## src/rtl/dport_pkg.sv

```systemverilog
package dport_pkg;
  typedef enum logic {
    DP_SLOT = 1'b0,
    DP_FREE = 1'b1
  } dport_mode_e;

  // Bit-level timing events shared by the two framing generators.
  typedef struct packed {
    logic drive;   // put a slot bit on the output
    logic idle;    // counted position outside the slot
    logic samp;    // capture a slot bit from the input
    logic idx;     // 0 = first bit of word, 1 = second
  } dport_stb_t;
endpackage

```

## src/rtl/dport_free_clkgen.sv

```systemverilog
module dport_free_clkgen #(
  parameter int HALF_PER = 3125
) (
  input  logic clk,
  input  logic rst_n,
  input  logic run,
  output logic dclk,
  output dport_pkg::dport_stb_t stb
);
  localparam int CW = $clog2(HALF_PER + 1);
  localparam logic [CW-1:0] LAST = CW'(HALF_PER - 1);

  logic [CW-1:0] cnt;
  logic          idx;
  logic          wrap;

  assign wrap = run && (cnt == LAST);

  always_ff @(posedge clk or negedge rst_n) begin
    if (!rst_n) begin
      cnt  <= '0;
      dclk <= 1'b0;
      idx  <= 1'b0;
    end else if (!run) begin
      cnt  <= '0;
      dclk <= 1'b0;
      idx  <= 1'b0;
    end else if (wrap) begin
      cnt  <= '0;
      dclk <= ~dclk;
      if (dclk) idx <= ~idx;
    end else begin
      cnt <= cnt + CW'(1);
    end
  end

  always_comb begin
    stb.drive = wrap && !dclk;
    stb.samp  = wrap && dclk;
    stb.idle  = 1'b0;
    stb.idx   = idx;
  end

  AST_FREE_PAIR: assert property (@(posedge clk) disable iff (!rst_n)
    (run && $past(run) && $fell(dclk)) |-> (idx != $past(idx)));
endmodule

```

## src/rtl/dport_slot_timer.sv

```systemverilog
module dport_slot_timer #(
  parameter int POS_W = 8
) (
  input  logic             clk,
  input  logic             rst_n,
  input  logic             run,
  input  logic             fmt4,
  input  logic [POS_W-1:0] slot_pos,
  input  logic             bclk,
  input  logic             fsync,
  output dport_pkg::dport_stb_t stb
);
  localparam logic [POS_W-1:0] POS_MAX = '1;

  logic             bclk_q, fs_last, synced, ph, armed;
  logic [POS_W-1:0] pos, pos_nxt;
  logic             rise, fall, fs_start, eff, synced_nxt;

  function automatic logic in_slot(input logic [POS_W-1:0] p, input logic ok);
    logic [POS_W:0] first;
    first = {1'b0, slot_pos};
    return ok && (({1'b0, p} == first) || ({1'b0, p} == first + (POS_W+1)'(1)));
  endfunction

  assign rise       = run && bclk && !bclk_q;
  assign fall       = run && !bclk && bclk_q;
  assign fs_start   = rise && fsync && !fs_last;
  assign eff        = rise && (fs_start || !fmt4 || !ph);
  assign pos_nxt    = fs_start ? '0 : ((pos == POS_MAX) ? pos : pos + POS_W'(1));
  assign synced_nxt = synced || fs_start;

  always_ff @(posedge clk or negedge rst_n) begin
    if (!rst_n) begin
      bclk_q  <= 1'b0;
      fs_last <= 1'b0;
      synced  <= 1'b0;
      ph      <= 1'b0;
      armed   <= 1'b0;
      pos     <= POS_MAX;
    end else begin
      bclk_q <= bclk;
      if (!run) begin
        fs_last <= 1'b0;
        synced  <= 1'b0;
        ph      <= 1'b0;
        armed   <= 1'b0;
        pos     <= POS_MAX;
      end else if (rise) begin
        fs_last <= fsync;
        if (eff) begin
          pos    <= pos_nxt;
          synced <= synced_nxt;
          ph     <= fmt4;
          armed  <= 1'b1;
        end else begin
          ph    <= 1'b0;
          armed <= 1'b0;
        end
      end else if (fall) begin
        armed <= 1'b0;
      end
    end
  end

  always_comb begin
    stb.drive = eff && in_slot(pos_nxt, synced_nxt);
    stb.idle  = eff && !in_slot(pos_nxt, synced_nxt);
    stb.samp  = fall && armed && in_slot(pos, synced);
    stb.idx   = fall ? (pos != slot_pos) : (pos_nxt != slot_pos);
  end

  AST_EDGE_EXCL: assert property (@(posedge clk) disable iff (!rst_n)
    !(stb.drive && stb.samp));
  AST_HALF_SKIP: assert property (@(posedge clk) disable iff (!rst_n)
    (run && fmt4 && $past(run && fmt4) && eff && !fs_start) |-> !armed);
endmodule

```

## src/rtl/dport_shifter.sv

```systemverilog
module dport_shifter (
  input  logic       clk,
  input  logic       rst_n,
  input  logic       run,
  input  dport_pkg::dport_stb_t stb,
  input  logic       d_in,
  input  logic [1:0] tx_data,
  input  logic       tx_valid,
  output logic       tx_ready,
  output logic       d_out,
  output logic [1:0] rx_data,
  output logic       rx_valid
);
  logic [1:0] hold;
  logic       rx_first;

  assign tx_ready = run && stb.drive && !stb.idx;

  always_ff @(posedge clk or negedge rst_n) begin
    if (!rst_n) begin
      d_out    <= 1'b1;
      hold     <= 2'b11;
      rx_first <= 1'b0;
      rx_data  <= 2'b00;
      rx_valid <= 1'b0;
    end else begin
      rx_valid <= 1'b0;
      if (!run) begin
        d_out <= 1'b1;
        hold  <= 2'b11;
      end else begin
        if (stb.drive) begin
          if (!stb.idx) begin
            hold  <= tx_valid ? tx_data : 2'b11;
            d_out <= tx_valid ? tx_data[1] : 1'b1;
          end else begin
            d_out <= hold[0];
          end
        end else if (stb.idle) begin
          d_out <= 1'b1;
        end
        if (stb.samp) begin
          if (!stb.idx) rx_first <= d_in;
          else begin
            rx_data  <= {rx_first, d_in};
            rx_valid <= 1'b1;
          end
        end
      end
    end
  end

  AST_RXV_SINGLE: assert property (@(posedge clk) disable iff (!rst_n)
    rx_valid |=> !rx_valid);
  AST_RDY_SINGLE: assert property (@(posedge clk) disable iff (!rst_n)
    tx_ready |=> !tx_ready);
endmodule

```

## src/rtl/dport_top.sv

```systemverilog
module dport_top #(
  parameter int HALF_PER = 3125,
  parameter int POS_W    = 8
) (
  input  logic             clk,
  input  logic             rst_n,
  input  logic             port_en,
  input  logic             mode_sel,
  input  logic             fmt4_sel,
  input  logic [POS_W-1:0] slot_pos,
  input  logic             bclk,
  input  logic             fsync,
  input  logic             d_in,
  output logic             d_out,
  output logic             dclk_out,
  input  logic [1:0]       tx_data,
  input  logic             tx_valid,
  output logic             tx_ready,
  output logic [1:0]       rx_data,
  output logic             rx_valid
);
  import dport_pkg::*;

  dport_mode_e mode;
  logic        run_slot, run_free, dclk_raw;
  dport_stb_t  stb_slot, stb_free, stb;

  assign mode     = dport_mode_e'(mode_sel);
  assign run_slot = port_en && (mode == DP_SLOT);
  assign run_free = port_en && (mode == DP_FREE);

  dport_slot_timer #(.POS_W(POS_W)) u_slot (
    .clk(clk), .rst_n(rst_n), .run(run_slot), .fmt4(fmt4_sel),
    .slot_pos(slot_pos), .bclk(bclk), .fsync(fsync), .stb(stb_slot)
  );

  dport_free_clkgen #(.HALF_PER(HALF_PER)) u_free (
    .clk(clk), .rst_n(rst_n), .run(run_free), .dclk(dclk_raw), .stb(stb_free)
  );

  assign stb      = (mode == DP_FREE) ? stb_free : stb_slot;
  assign dclk_out = run_free && dclk_raw;

  dport_shifter u_shift (
    .clk(clk), .rst_n(rst_n), .run(port_en), .stb(stb), .d_in(d_in),
    .tx_data(tx_data), .tx_valid(tx_valid), .tx_ready(tx_ready),
    .d_out(d_out), .rx_data(rx_data), .rx_valid(rx_valid)
  );

  AST_OFF_IDLE: assert property (@(posedge clk) disable iff (!rst_n)
    !port_en |=> (d_out && !rx_valid));
  AST_FREE_MOVE_ON_RISE: assert property (@(posedge clk) disable iff (!rst_n)
    (port_en && mode_sel && $past(port_en && mode_sel) && !$stable(d_out))
      |-> $rose(dclk_out));
  AST_SLOT_MOVE_ON_RISE: assert property (@(posedge clk) disable iff (!rst_n)
    (port_en && !mode_sel && $past(port_en && !mode_sel) && !$stable(d_out))
      |-> ($past(bclk) && !$past(bclk, 2)));
endmodule

```

## config.mk

```make
export PLATFORM = sky130hd
export DESIGN_NAME = dport_top
export DESIGN_NICKNAME = d
export VERILOG_FILES = /design/src/rtl/dport_pkg.sv /design/src/rtl/dport_free_clkgen.sv /design/src/rtl/dport_slot_timer.sv /design/src/rtl/dport_shifter.sv /design/src/rtl/dport_top.sv
export SDC_FILE = /design/constraint.sdc
export NUM_CORES = 1
export LEC_CHECK = 0
export ABC_AREA = 1
export ABC_CLOCK_PERIOD_IN_PS = 5400
export BUFFER_PORTS_ARGS = -buffer_cell sky130_fd_sc_hd__buf_4
export CAP_MARGIN = 20
export CORE_ASPECT_RATIO = 1.2
export CORE_MARGIN = 2
export CORE_UTILIZATION = 33
export CTS_CLUSTER_SIZE = 25
export DETAILED_ROUTE_END_ITERATION = 8
export GPL_ROUTABILITY_DRIVEN = 0
export GPL_TIMING_DRIVEN = 0
export PLACE_DENSITY = 0.52
export SKIP_CTS_REPAIR_TIMING = 1
export SLEW_MARGIN = 15
export SYNTH_ARGS = -nofsm -noshare
export SYNTH_HDL_FRONTEND = slang
export SYNTH_SLANG_ARGS = --single-unit
```

## constraint.sdc

```tcl
create_clock -name clk -period 5.4 [get_ports clk]
set_input_delay 0.54 -clock clk [delete_from_list [all_inputs] [get_ports clk]]
set_output_delay 0.54 -clock clk [all_outputs]
set_load 0.02 [all_outputs]
```

==> impl_metrics.ini <==
[outcome]
status = complete, no violations

[clock_tree]
clk_latency_ns = 0.28
cts_sinks = 33
cts_tree = yes
clkSlewWorstSetupHoldPaths_ns = 0.06
numCtsBuffers = 5
cts_buffer_depth = 2
cts_root_buf = clkbuf_8
htree_levels = 2

[final_layout]
multi_input_area_sq_mm = 0.00149
final_area_sq_mm = 0.00301
final_cells = 527
fin_util_pct = 38.9
antenna_cells = 0
register_area_sq_um = 838
nFillCells = 850
drive_gt1_share_pct = 15.9
area_delta_synth_final_pct = 13.3
final_nets = 457

[drt]
drc = 0
first_iter_violations = 92
drt_wl_total_mm = 6.61
dr_total_vias = 2526
drt-pass1-iter-count = 4
via_per_inst = 4.79
antenna_left = 0
wl_per_cell_um = 12.5

[synth]
synth_edf_count = 0
yosys_register_bits = 33
yosysWarningCount = 0
netlist_area_sq_mm = 0.00266
syn_avg_cell_area_sq_um = 6.55
synthCells = 406
syn_nets = 429
seq_area_frac_synth_pct = 31.5
synth_flop_cell = dfrtp_1
ys_types = 38
ys_async_sr_fraction_pct = 100

[timing]
timing.final.crit_period_ns = 3.42
postLayoutSetupSlackWorst_ns = 1.98
max_slew_margin_pct = 54.3
hold_ws_ns = 0.192
report.final.slew_viol_count = 0
fin_crit_sh_pct = 63.3
worstMarginPinSlew_ns = 0.682
max_freq_mhz = 293
final_hold_viol_count = 0
rsz0062_at_grt = false
clock_skew_ns = 0.00299
finalSetupViolCount = 0
setup_tns_ns = 0

[global_routing]
grt_pass1_wl_mm = 11.5
antenna_found_initial = 0
track_usage_pct = 16.3
grt_pass1_vias = 2476
grt_max_degree = 34
grt.overflow.total = 0

[pwr]
intPower_mw = 0.396
seqPwrFrac_pct = 43.8
power.leakage_nw = 1.62
sw_frac_of_total_pct = 32.0
power_frac_comb_pct = 25.9
power_switching_mw = 0.186
total_power_mw = 0.582
power_density_mw_per_mm2 = 193
max-vdd-ir-drop_v = 0.000164
clockPowerShare_pct = 30.3

[worst_setup_path]
crit_family = simple AND/OR/NAND/NOR gates
critPathCapture = tx_ready
r2r_cells = 14
setup.worst_path.start_class = flop
worstSetupEndpointType = output pin
critPathBufInv = 2
crit_path_start = u_slot.pos[0]
path_max_fanout = 8
max_stage_delay_ns = 0.61
cp_cell_sequence = ha_1 -> nand2_1 -> nor2_1 -> nand2_2 -> nand2_1 -> nand3_2 -> xor2_2 -> nand2_1 -> nor2_1 -> nand2_1 -> nand2_1 -> nand2_1 -> nand2_1 -> nand2_1 -> inv_1 -> buf_4
required_ns = 4.86
crit_top_cell = nand2_1
cp.arrival_ns = 2.88
crit_cells = 16
cp_slowest_cell = dfstp_2
path_class = reg2out
r2r_setup_slack_ns = 2.76
timing.rr.start = u_slot.pos[0]
reg2reg_to = u_shift.rx_first

[floorplan]
die_h_um = 102
die_area_sq_mm = 0.00879
start_util_pct = 34.3
core_sq_mm = 0.00775
die_w_um = 85.9
io_pins = 25
num_rows = 35

[place]
port_buffers = 21
dpl-instance-area_sq_mm = 0.00293
dp.cells = 519
dp_slack_ns = 2.29
hpwl_mm = 5.34

[job]
drv_cap = 0

[hold_path]
hold_class = in2async
layer usage:
metal  GRT usage, %  share of wire, %  vias up  wire length, um
li1               -                 -     1332                -
met5              0                 0        -                0
met3           2.42               3.1       11              206
met4           5.01               2.2        0              148
met2           29.9                51       39             3390
met1           19.6                43     1144             2860
Yosys cell counts, types with 2 or more instances:
cell      number  area share, %
a211oi_1       3           0.85
a21oi_1       13            2.4
buf_2          3           0.56
buf_4          4            1.1
dfrtp_1       23             22
dfstp_2       10            9.9
ha_1           4            1.9
inv_1         70            9.9
inv_2          2           0.28
nand2_1      111             16
nand2_2        4           0.94
nand2_4        2           0.85
nand3_1       39            7.3
nand3_2        6            2.3
nand4_1        7            1.6
nor2_1        41            5.8
nor3_1         7            1.3
o21a_1         2           0.56
o21ai_0       17            3.2
o21ai_1        2           0.38
o21ai_2        3           0.99
o22ai_1        3           0.71
or2_2          3           0.71
xnor2_1        2           0.66
xor2_1        11            3.6
xor2_2         2            1.2
cell usage in the layout (no fill, tap or decap), drive strengths merged:
cell type	synthesis	routed
nand2	117	117
inv	72	72
nand3	45	45
nor2	43	43
buf	8	29
dfrtp	23	23
o21ai	22	22
a21oi	13	13
xor2	13	13
dfstp	10	10
clkbuf	1	9
nor3	7	7
nand4	7	7
ha	4	4
or2	4	4
o22ai	3	3
a211oi	3	3
o21a	2	2
xnor2	2	2
nor4	1	1
o21bai	1	1
nand3b	1	1
o31ai	1	1
o211ai	1	1
o2111ai	1	1
or3	1	1
cells by family after synthesis:
kind of cell	count (synthesis)	synth area share, %
simple gates	226	38.2
compound gates	47	10.5
xor+xnor	15	5.51
flops	33	31.5
fa+ha+maj	4	1.88
buf+inv	81	12.4
power by group through the flow:
stage	clock, mW	combinational, mW	sequential (mW)
finish	0.176	0.151	0.255
global route	0.194	0.172	0.255
CTS	0.184	0.152	0.255
detailed placement	0	0.151	0.259
global placement	0	0.150	0.259
floorplan	0	0.106	0.258
worst reg2reg max path: cells and delay by family (launching register included):
kind            cells  cell delay (ns)
compound gates      2             0.30
xor+xnor            1             0.21
fa+ha+maj           1             0.26
buf+inv             1             0.04
flops               1             0.61
simple gates        9             1.12
state kept, by name, summed over array words and instances (netlist names):
signal / cells
u_free.cnt: 12
u_shift.rx_first: 1
u_shift.rx_data: 2
u_slot.synced: 1
u_free.idx: 1
u_slot.armed: 1
u_slot.pos: 8
u_slot.fs_last: 1
u_free.dclk: 1
u_shift.d_out: 1
u_shift.hold: 1
u_slot.bclk_q: 1
u_slot.ph: 1
u_shift.rx_valid: 1
layout make-up:
| type | instances | area share, % |
|---|---|---|
| plain buffers | 9 | 1.99 |
| inverters | 72 | 8.97 |
| multi-input cells | 292 | 49.5 |
| clock buffers | 8 | 2.66 |
| flip-flops and latches | 33 | 27.8 |
| repair buffers | 21 | 5.23 |
| well taps | 92 | 3.82 |
worst min path at each step:
stage                         endpoint  slack, ns  cells past startpoint
floorplan                u_free.cnt[0]       0.24                      0
global placement         u_free.cnt[0]       0.45                      1
detailed placement       u_free.cnt[0]       0.45                      1
CTS                 u_shift.rx_data[0]       0.21                      1
global route          u_shift.rx_first       0.23                      1
finish              u_shift.rx_data[0]       0.19                      1
No activity file was read; power rests on OpenSTA's default activity.
